`config.mk`:
```
export PLATFORM = sky130hd
export DESIGN_NAME = pte_check_unit
export DESIGN_NICKNAME = d
export VERILOG_FILES = /design/src/rtl/pte_chk_pkg.sv /design/src/rtl/pte_chk_ctrl.sv /design/src/rtl/pte_chk_dp.sv /design/src/rtl/pte_check_unit.sv
export SDC_FILE = /design/constraint.sdc
export NUM_CORES = 1
export LEC_CHECK = 0
export ABC_AREA = 1
export BUFFER_PORTS_ARGS = -buffer_cell sky130_fd_sc_hd__buf_4
export CAP_MARGIN = 20
export CORE_UTILIZATION = 50
export CTS_CLUSTER_DIAMETER = 200
export DETAILED_ROUTE_END_ITERATION = 12
export GPL_ROUTABILITY_DRIVEN = 0
export PLACE_DENSITY = 0.93
export SYNTH_ARGS = -nofsm -noshare
export SYNTH_HDL_FRONTEND = slang
export SYNTH_SLANG_ARGS = --single-unit
```
`constraint.sdc`:
```
create_clock -name clk -period 2.69 [get_ports clk]
set_input_delay 0.269 -clock clk [delete_from_list [all_inputs] [get_ports clk]]
set_output_delay 0.269 -clock clk [all_outputs]
set_load 0.01 [all_outputs]
```
`src/rtl/pte_chk_pkg.sv`:
```
package pte_chk_pkg;
  localparam int FLAG_W  = 8;
  localparam int FLG_V   = 0;
  localparam int FLG_R   = 1;
  localparam int FLG_W   = 2;
  localparam int FLG_X   = 3;
  localparam int FLG_U   = 4;
  localparam int FLG_A   = 6;
  localparam int FLG_D   = 7;

  typedef enum logic [1:0] {
    ACC_RD  = 2'd0,
    ACC_WR  = 2'd1,
    ACC_RMW = 2'd2,
    ACC_EX  = 2'd3
  } accKind_e;

  typedef enum logic [1:0] {
    PRV_USER = 2'd0,
    PRV_SUP  = 2'd1,
    PRV_M2   = 2'd2,
    PRV_M3   = 2'd3
  } privLvl_e;

  typedef struct packed {
    logic loadOut;
  } ctrlStrobe_t;
endpackage

```
`src/rtl/pte_chk_ctrl.sv`:
```
module pte_chk_ctrl
  import pte_chk_pkg::*;
(
  input  logic        clk,
  input  logic        rstN,
  input  logic        inValid,
  input  logic        outReady,
  output logic        inReady,
  output logic        outValid,
  output ctrlStrobe_t strobe
);
  logic validQ;

  assign inReady        = !validQ || outReady;
  assign strobe.loadOut = inValid && inReady;
  assign outValid       = validQ;

  always_ff @(posedge clk or negedge rstN) begin
    if (!rstN) begin
      validQ <= 1'b0;
    end else if (strobe.loadOut) begin
      validQ <= 1'b1;
    end else if (outReady) begin
      validQ <= 1'b0;
    end
  end
endmodule

```
`src/rtl/pte_chk_dp.sv`:
```
module pte_chk_dp
  import pte_chk_pkg::*;
#(
  parameter int ENTRY_W = 64,
  parameter int UPPER_W = 10,
  parameter int PPN_LSB = 10,
  parameter int NARROW_W = 32,
  localparam int PPN_W = ENTRY_W - UPPER_W - PPN_LSB,
  localparam int NARROW_PPN_W = NARROW_W - PPN_LSB
) (
  input  logic               clk,
  input  logic               rstN,
  input  ctrlStrobe_t        strobe,
  input  logic [ENTRY_W-1:0] entryIn,
  input  logic [1:0]         modeSel,
  input  logic [1:0]         accKind,
  input  logic [1:0]         privLvl,
  input  logic               mxrBit,
  input  logic               sumBit,
  output logic               pageFault,
  output logic               isPointer,
  output logic               needWriteback,
  output logic               internalErr,
  output logic [ENTRY_W-1:0] entryOut,
  output logic [PPN_W-1:0]   ppnOut,
  output logic [UPPER_W-1:0] upperOut
);
  logic fV, fR, fW, fX, fU, fA, fD;
  logic badEntry, ptrEntry, leafEntry, readable, machineReq, userReq;
  logic permBase, ownerOk, permOk, writesAcc, setA, setD;
  logic faultC, wbC;
  logic [ENTRY_W-1:0] newEntry;
  logic [PPN_W-1:0]   ppnC;
  logic [UPPER_W-1:0] upperC;

  assign fV = entryIn[FLG_V];
  assign fR = entryIn[FLG_R];
  assign fW = entryIn[FLG_W];
  assign fX = entryIn[FLG_X];
  assign fU = entryIn[FLG_U];
  assign fA = entryIn[FLG_A];
  assign fD = entryIn[FLG_D];

  assign badEntry   = !fV || (fW && !fR);
  assign ptrEntry   = !badEntry && !(fR || fW || fX);
  assign leafEntry  = !badEntry && !ptrEntry;
  assign readable   = fR || (fX && mxrBit);
  assign machineReq = privLvl[1];
  assign userReq    = (privLvl == PRV_USER);
  assign writesAcc  = (accKind == ACC_WR) || (accKind == ACC_RMW);

  always_comb begin
    unique case (accKind)
      ACC_RD:  permBase = readable;
      ACC_WR:  permBase = fW;
      ACC_RMW: permBase = fW && readable;
      default: permBase = fX;
    endcase
    if (userReq)                    ownerOk = fU;
    else if (accKind == ACC_EX)     ownerOk = !fU;
    else                            ownerOk = !fU || sumBit;
  end

  assign permOk = ownerOk && permBase;
  assign faultC = !machineReq && (badEntry || (leafEntry && !permOk));
  assign setA   = !fA;
  assign setD   = !fD && writesAcc;
  assign wbC    = leafEntry && !machineReq && permOk && (setA || setD);

  always_comb begin
    newEntry = entryIn;
    if (wbC) begin
      newEntry[FLG_A] = 1'b1;
      if (writesAcc) newEntry[FLG_D] = 1'b1;
    end
  end

  always_comb begin
    if (modeSel == 2'd0) begin
      ppnC   = {{(PPN_W-NARROW_PPN_W){1'b0}}, entryIn[NARROW_W-1:PPN_LSB]};
      upperC = '0;
    end else begin
      ppnC   = entryIn[PPN_LSB +: PPN_W];
      upperC = entryIn[ENTRY_W-1 -: UPPER_W];
    end
  end

  always_ff @(posedge clk or negedge rstN) begin
    if (!rstN) begin
      pageFault     <= 1'b0;
      isPointer     <= 1'b0;
      needWriteback <= 1'b0;
      internalErr   <= 1'b0;
      entryOut      <= '0;
      ppnOut        <= '0;
      upperOut      <= '0;
    end else if (strobe.loadOut) begin
      pageFault     <= faultC;
      isPointer     <= ptrEntry;
      needWriteback <= wbC;
      internalErr   <= machineReq;
      entryOut      <= newEntry;
      ppnOut        <= ppnC;
      upperOut      <= upperC;
    end
  end
endmodule

```
`src/rtl/pte_check_unit.sv`:
```
module pte_check_unit
  import pte_chk_pkg::*;
#(
  parameter int ENTRY_W = 64,
  parameter int UPPER_W = 10,
  parameter int PPN_LSB = 10,
  localparam int PPN_W = ENTRY_W - UPPER_W - PPN_LSB
) (
  input  logic               clk,
  input  logic               rstN,
  input  logic               inValid,
  output logic               inReady,
  input  logic [ENTRY_W-1:0] entryIn,
  input  logic [1:0]         modeSel,
  input  logic [1:0]         accKind,
  input  logic [1:0]         privLvl,
  input  logic               mxrBit,
  input  logic               sumBit,
  output logic               outValid,
  input  logic               outReady,
  output logic               pageFault,
  output logic               isPointer,
  output logic               needWriteback,
  output logic               internalErr,
  output logic [ENTRY_W-1:0] entryOut,
  output logic [PPN_W-1:0]   ppnOut,
  output logic [UPPER_W-1:0] upperOut
);
  ctrlStrobe_t strobe;

  pte_chk_ctrl ctrl_i (
    .clk(clk), .rstN(rstN), .inValid(inValid), .outReady(outReady),
    .inReady(inReady), .outValid(outValid), .strobe(strobe)
  );

  pte_chk_dp #(.ENTRY_W(ENTRY_W), .UPPER_W(UPPER_W), .PPN_LSB(PPN_LSB)) dp_i (
    .clk(clk), .rstN(rstN), .strobe(strobe), .entryIn(entryIn),
    .modeSel(modeSel), .accKind(accKind), .privLvl(privLvl),
    .mxrBit(mxrBit), .sumBit(sumBit), .pageFault(pageFault),
    .isPointer(isPointer), .needWriteback(needWriteback),
    .internalErr(internalErr), .entryOut(entryOut), .ppnOut(ppnOut),
    .upperOut(upperOut)
  );
endmodule

```
Yosys cells after proc, flatten, opt, wreduce, memory -nomap -nowiden
Cells that the tools add are included.
Widths: inputs -> output; s select.
{"block": "totals", "register_bits": 123, "input_bits": 76, "output_inout_bits": 124, "elab_cells": 57}
{"block": "op_classes", "eq_ne": 3, "n_mux": 9, "reduce_logical": 37}
{"operator": "$mux 44", "n": 1}
{"operator": "$logic_and 1x1->1", "n": 13}
{"operator": "$logic_not 1->1", "n": 11}
{"operator": "$mux 10", "n": 1}
{"operator": "$logic_or 1x1->1", "n": 9}
{"operator": "$logic_not 2->1", "n": 3}
{"operator": "$mux 1", "n": 5}
{"operator": "$eq 2x2->1 const B", "n": 2}
{"operator": "$pmux 1 s3", "n": 1}
{"operator": "$eq 2x1->1 const B", "n": 1}
{"operator": "$mux 2", "n": 1}
{"operator": "$reduce_bool 2->1", "n": 1}

Logic depth before layout (Yosys ltp)
{"block": "depth", "word_depth": 11, "ltp_mapped": 11, "ltp_nobuf": 11}

Cells and area by module
From an unflattened synthesis, not the netlist that was laid out.
{"block": "unflattened", "hier_cells": 453, "area_unflattened_um2": 4155.2}
{"mod": "pte_chk_dp", "instances": 1, "cells_per_inst": 447, "area_each_um2": 4110.2, "seq_area_each_um2": 2502.4}
{"mod": "pte_chk_ctrl", "instances": 1, "cells_per_inst": 6, "area_each_um2": 45.0, "seq_area_each_um2": 25.0}

Worst setup path after synthesis
No wires, ideal clock.
{"block": "synth_path", "path_kind": "register to register", "from": "register ctrl_i.validQ, in the netlist ctrl_i.outValid", "to": "register dp_i.needWriteback", "setup_time_ns": 0.118, "arrival_ns": 0.985, "required_ns": 2.572, "path_slack_ns": 1.587, "stages_incl_launch_ff": 7, "n_path_buf": 2, "period_less_slack_ns": 1.103, "cell_sequence": "dfrtp_1 nand2_2 nand2_4 buf_6 buf_6 nand2_1 nand2_1"}
{"block": "synth_between", "elab_chain_len": 3}
{"element": "start, declared", "line_no": "pte_chk_ctrl.sv:12", "rtl": "logic validQ;"}
{"element": "start signal, assigned", "line_no": "pte_chk_ctrl.sv:20", "rtl": "validQ <= 1'b0;"}
{"element": "start signal, assigned", "line_no": "pte_chk_ctrl.sv:22", "rtl": "validQ <= 1'b1;"}
{"element": "start signal, assigned", "line_no": "pte_chk_ctrl.sv:24", "rtl": "validQ <= 1'b0;"}
{"element": "$logic_not 1->1", "line_no": "pte_chk_ctrl.sv:14", "rtl": "assign inReady = !validQ || outReady;"}
{"element": "$logic_or 1x1->1", "line_no": "pte_chk_ctrl.sv:14"}
{"element": "named net inReady", "line_no": "pte_check_unit.sv:12", "rtl": "output logic inReady,"}
{"element": "$logic_and 1x1->1", "line_no": "pte_chk_ctrl.sv:15", "rtl": "assign strobe.loadOut = inValid && inReady;"}
{"element": "end signal, assigned", "line_no": "pte_chk_dp.sv:100", "rtl": "needWriteback <= wbC;"}
{"element": "end, declared", "line_no": "pte_chk_dp.sv:22", "rtl": "output logic needWriteback,"}
The timed path passes the listed nets, and every way through them passes these cells.
A chain may end at the register's enable or synchronous reset.

Final worst setup path
{"block": "layout_path", "from": "register ctrl_i.validQ, in the netlist ctrl_i.outValid", "to": "register dp_i.ppnOut[33]"}
{"block": "layout_between", "elab_chain_len": 3}
{"element": "$logic_not 1->1", "line_no": "pte_chk_ctrl.sv:14"}
{"element": "$logic_or 1x1->1", "line_no": "pte_chk_ctrl.sv:14"}
{"element": "$logic_and 1x1->1", "line_no": "pte_chk_ctrl.sv:15"}
{"element": "end signal, assigned", "line_no": "pte_chk_dp.sv:103", "rtl": "ppnOut <= ppnC;"}
{"element": "end, declared", "line_no": "pte_chk_dp.sv:25", "rtl": "output logic [PPN_W-1:0] ppnOut,"}
No other way between the ends.

==> results.ini <==
[final_layout]
antenna_cells = 0
fin_nets = 713
fin_util_pct = 72.5
regArea_um2 = 2530
fillers = 588
syn2layout_area_growth_pct = 37.3
multi_input_area_um2 = 1250
fin_cells = 739
drive_above_1_share_pct = 35.0

[grt]
grt_max_degree = 64
globalRouteTotalUtil_pct = 24.3
antenna_found_initial = 0
grt_pass1_vias = 3496
grt-ovfl-total = 0
grt_pass1_wl_um = 16300

[sta]
worst_slew_pin_slew_ns = 0.668
fin_setup_tns_ns = 0
skew_ns = 0.00835
fmax_ghz = 0.531
period_share_pct = 70.1
grt_setup_unrepaired = no
fin_crit_ns = 1.88
setup_violations = 0
slew_headroom_pct = 55.4
maxSlewViolCount = 0
fin_hold_ws_ns = 0.111
fin_ws_ns = 0.806
finalHoldViolCount = 0

[drt]
drtIter0Drc = 153
first_pass_iters = 4
viasPerCell = 4.91
routedWlPerCell_um = 14.0
drtAntennaViolNets = 0
drc = 0
via_count = 3626
wirelength_um = 10400

[cts]
clkTransAtPathRegs_ns = 0.10
post-cts-setup-buffers = 0
clock_sinks = 101
cts_tree = done
cts_buffer_depth = 2
clk_latency_ns = 0.34
postCtsHoldBufs = 1
cts_resized = 0
h-tree-depth = 3
clock_tree.root_cell = clkbuf_8
numCtsBuffers = 9

[synth]
ys_seq_area_share_pct = 60.7
synth_seq_cells = 101
synth.avg_cell_area_um2 = 9.04
netlist_area_um2 = 4170
synth_cell_types = 18
netlist_instances = 461
yosys_warnings = 0
syn-num-nets = 541

[worst_setup_path]
critPathCaptureType = flop
worst-path-max-fanout = 63
crit_required_ns = 2.95
r2r_setup_slack_ns = 0.81
reg2reg_depth = 5
timing_worst_setup_path_type = reg -> reg
rr_endpoint = dp_i.ppnOut[33]
critPathLaunchType = flop
timing.rr.start = ctrl_i.outValid
cp.arrival_ns = 2.15

[placed_design]
preCtsSetupSlack_ns = 0.802
numPortBuffers = 199
dp_hpwl_um = 7460
dpl.cell_count = 723

[pwr]
p_per_area_nw_per_um2 = 672
internal_power_mw = 2.74
power_leakage_nw = 3.21
switching_share_pct = 28.6
combPwrFrac_pct = 24.8
seqPwrFrac_pct = 48.5
ir_worst_vdd_mv = 0.343
p_clk_share_pct = 26.8
switchingPower_mw = 1.10

[worst_hold_path]
min_from = entryIn[8]
hp-class = in -> reg
min_path_cells = 3
min_to = dp_i.entryOut[8]

[run]
maxCapViolCount = 0

[floorplanning]
fp.dieH_um = 93.3
initial_core_util_pct = 52.8
io_pins = 200
die_w_um = 93.3
dieArea_um2 = 8700
core_area_um2 = 7890
rows = 32

[outcome]
status = finished clean

[kinds of logic after synthesis]
logic type                 Yosys count  synth area share, %
DFF                                101                 60.7
buffers and inverters               57                 9.34
AOI/OAI and AO/OA                   42                 5.05
adders and majority gates            4                 1.20
and+or+nand+nor                    257                 23.7
[worst max-delay path, stage by stage, from the launching register on]
cell	delay, ns
dfrtp_1	0.40
nand2_2	0.12
nand2_4	0.31
inv_4	0.62
nand2_1	0.18
o21ai_1	0.16
[cell usage after synthesis]
master    count  share of area (%)
nor2_1       15                1.4
buf_4        23                4.1
o21ai_0       9                1.1
nand2_1     234                 21
nand3_1       1               0.12
nand4_1       2               0.30
ha_1          4                1.2
a21oi_1       3               0.36
buf_2         6               0.72
clkbuf_2      3               0.36
dfrtp_1     101                 61
inv_1        14                1.3
o21ai_1      30                3.6
inv_4         1               0.15
buf_6        10                2.7
nand2_4       1               0.27
nand2_2       3               0.45
nor2_2        1               0.15
[placed cells by master, fill, tap and decap left out, drive strengths merged]
| cell type | instances |
|---|---|
| nand2 | 238 |
| a21oi | 3 |
| dfrtp | 101 |
| clkinvlp | 1 |
| nand4 | 2 |
| clkbuf | 11 |
| nor2 | 16 |
| buf | 202 |
| clkinv | 1 |
| nand3 | 1 |
| dlygate4sd3 | 1 |
| inv | 15 |
| bufinv | 2 |
| o21ai | 39 |
| ha | 4 |
[final cells by class]
class	count	area share, %
tap	102	2.23
sequential	101	44.2
clock buffer	11	2.47
multi-input combinational	303	21.9
inverter	15	1.03
clock inverter	4	1.27
timing repair buffer	203	26.9
[power groups by stage]
stage	registers, mW	logic [mW]	clock network [mW]
2_1_floorplan	1.96	0.364	0
3_3_place_gp	1.88	0.934	0
3_5_place_dp	1.89	0.965	0
4_1_cts	1.86	0.967	1.05
5_1_grt	1.89	1.05	1.11
6_report	1.86	0.952	1.03
[worst max-delay path by stage]
| stage | from | end | slack (ns) | depth (start not counted) |
|---|---|---|---|---|
| finish | ctrl_i.outValid | dp_i.ppnOut[33] | 0.81 | 5 |
| global route | ctrl_i.outValid | dp_i.upperOut[5] | 0.58 | 5 |
| CTS | ctrl_i.outValid | dp_i.ppnOut[26] | 0.77 | 5 |
| detailed placement | ctrl_i.outValid | dp_i.ppnOut[26] | 0.80 | 5 |
| global placement | outReady | dp_i.needWriteback | 0.92 | 7 |
| floorplan | ctrl_i.outValid | dp_i.needWriteback | 1.59 | 6 |
[per-stage QoR]
step	power [mW]	cell area, µm²
4_1_cts	3.87	5720
6_report	3.84	5720
5_1_grt	4.04	5720
2_1_floorplan	2.33	4170
3_5_place_dp	2.85	5490
3_3_place_gp	2.82	5490
[sequential cells by signal, summed over array words and instances (netlist names)]
signal and count:
dp_i.ppnOut 44, dp_i.entryOut 42, dp_i.upperOut 10, ctrl_i.outValid 1
dp_i.internalErr 1, dp_i.isPointer 1, dp_i.needWriteback 1, dp_i.pageFault 1
[per-layer routing]
metal	track usage [%]	wire, µm
met2	42.5	5330
met3	5.77	777
met1	29.2	4030
met5	0	0
met4	8.85	214
Power figures use the tool's default switching activity.
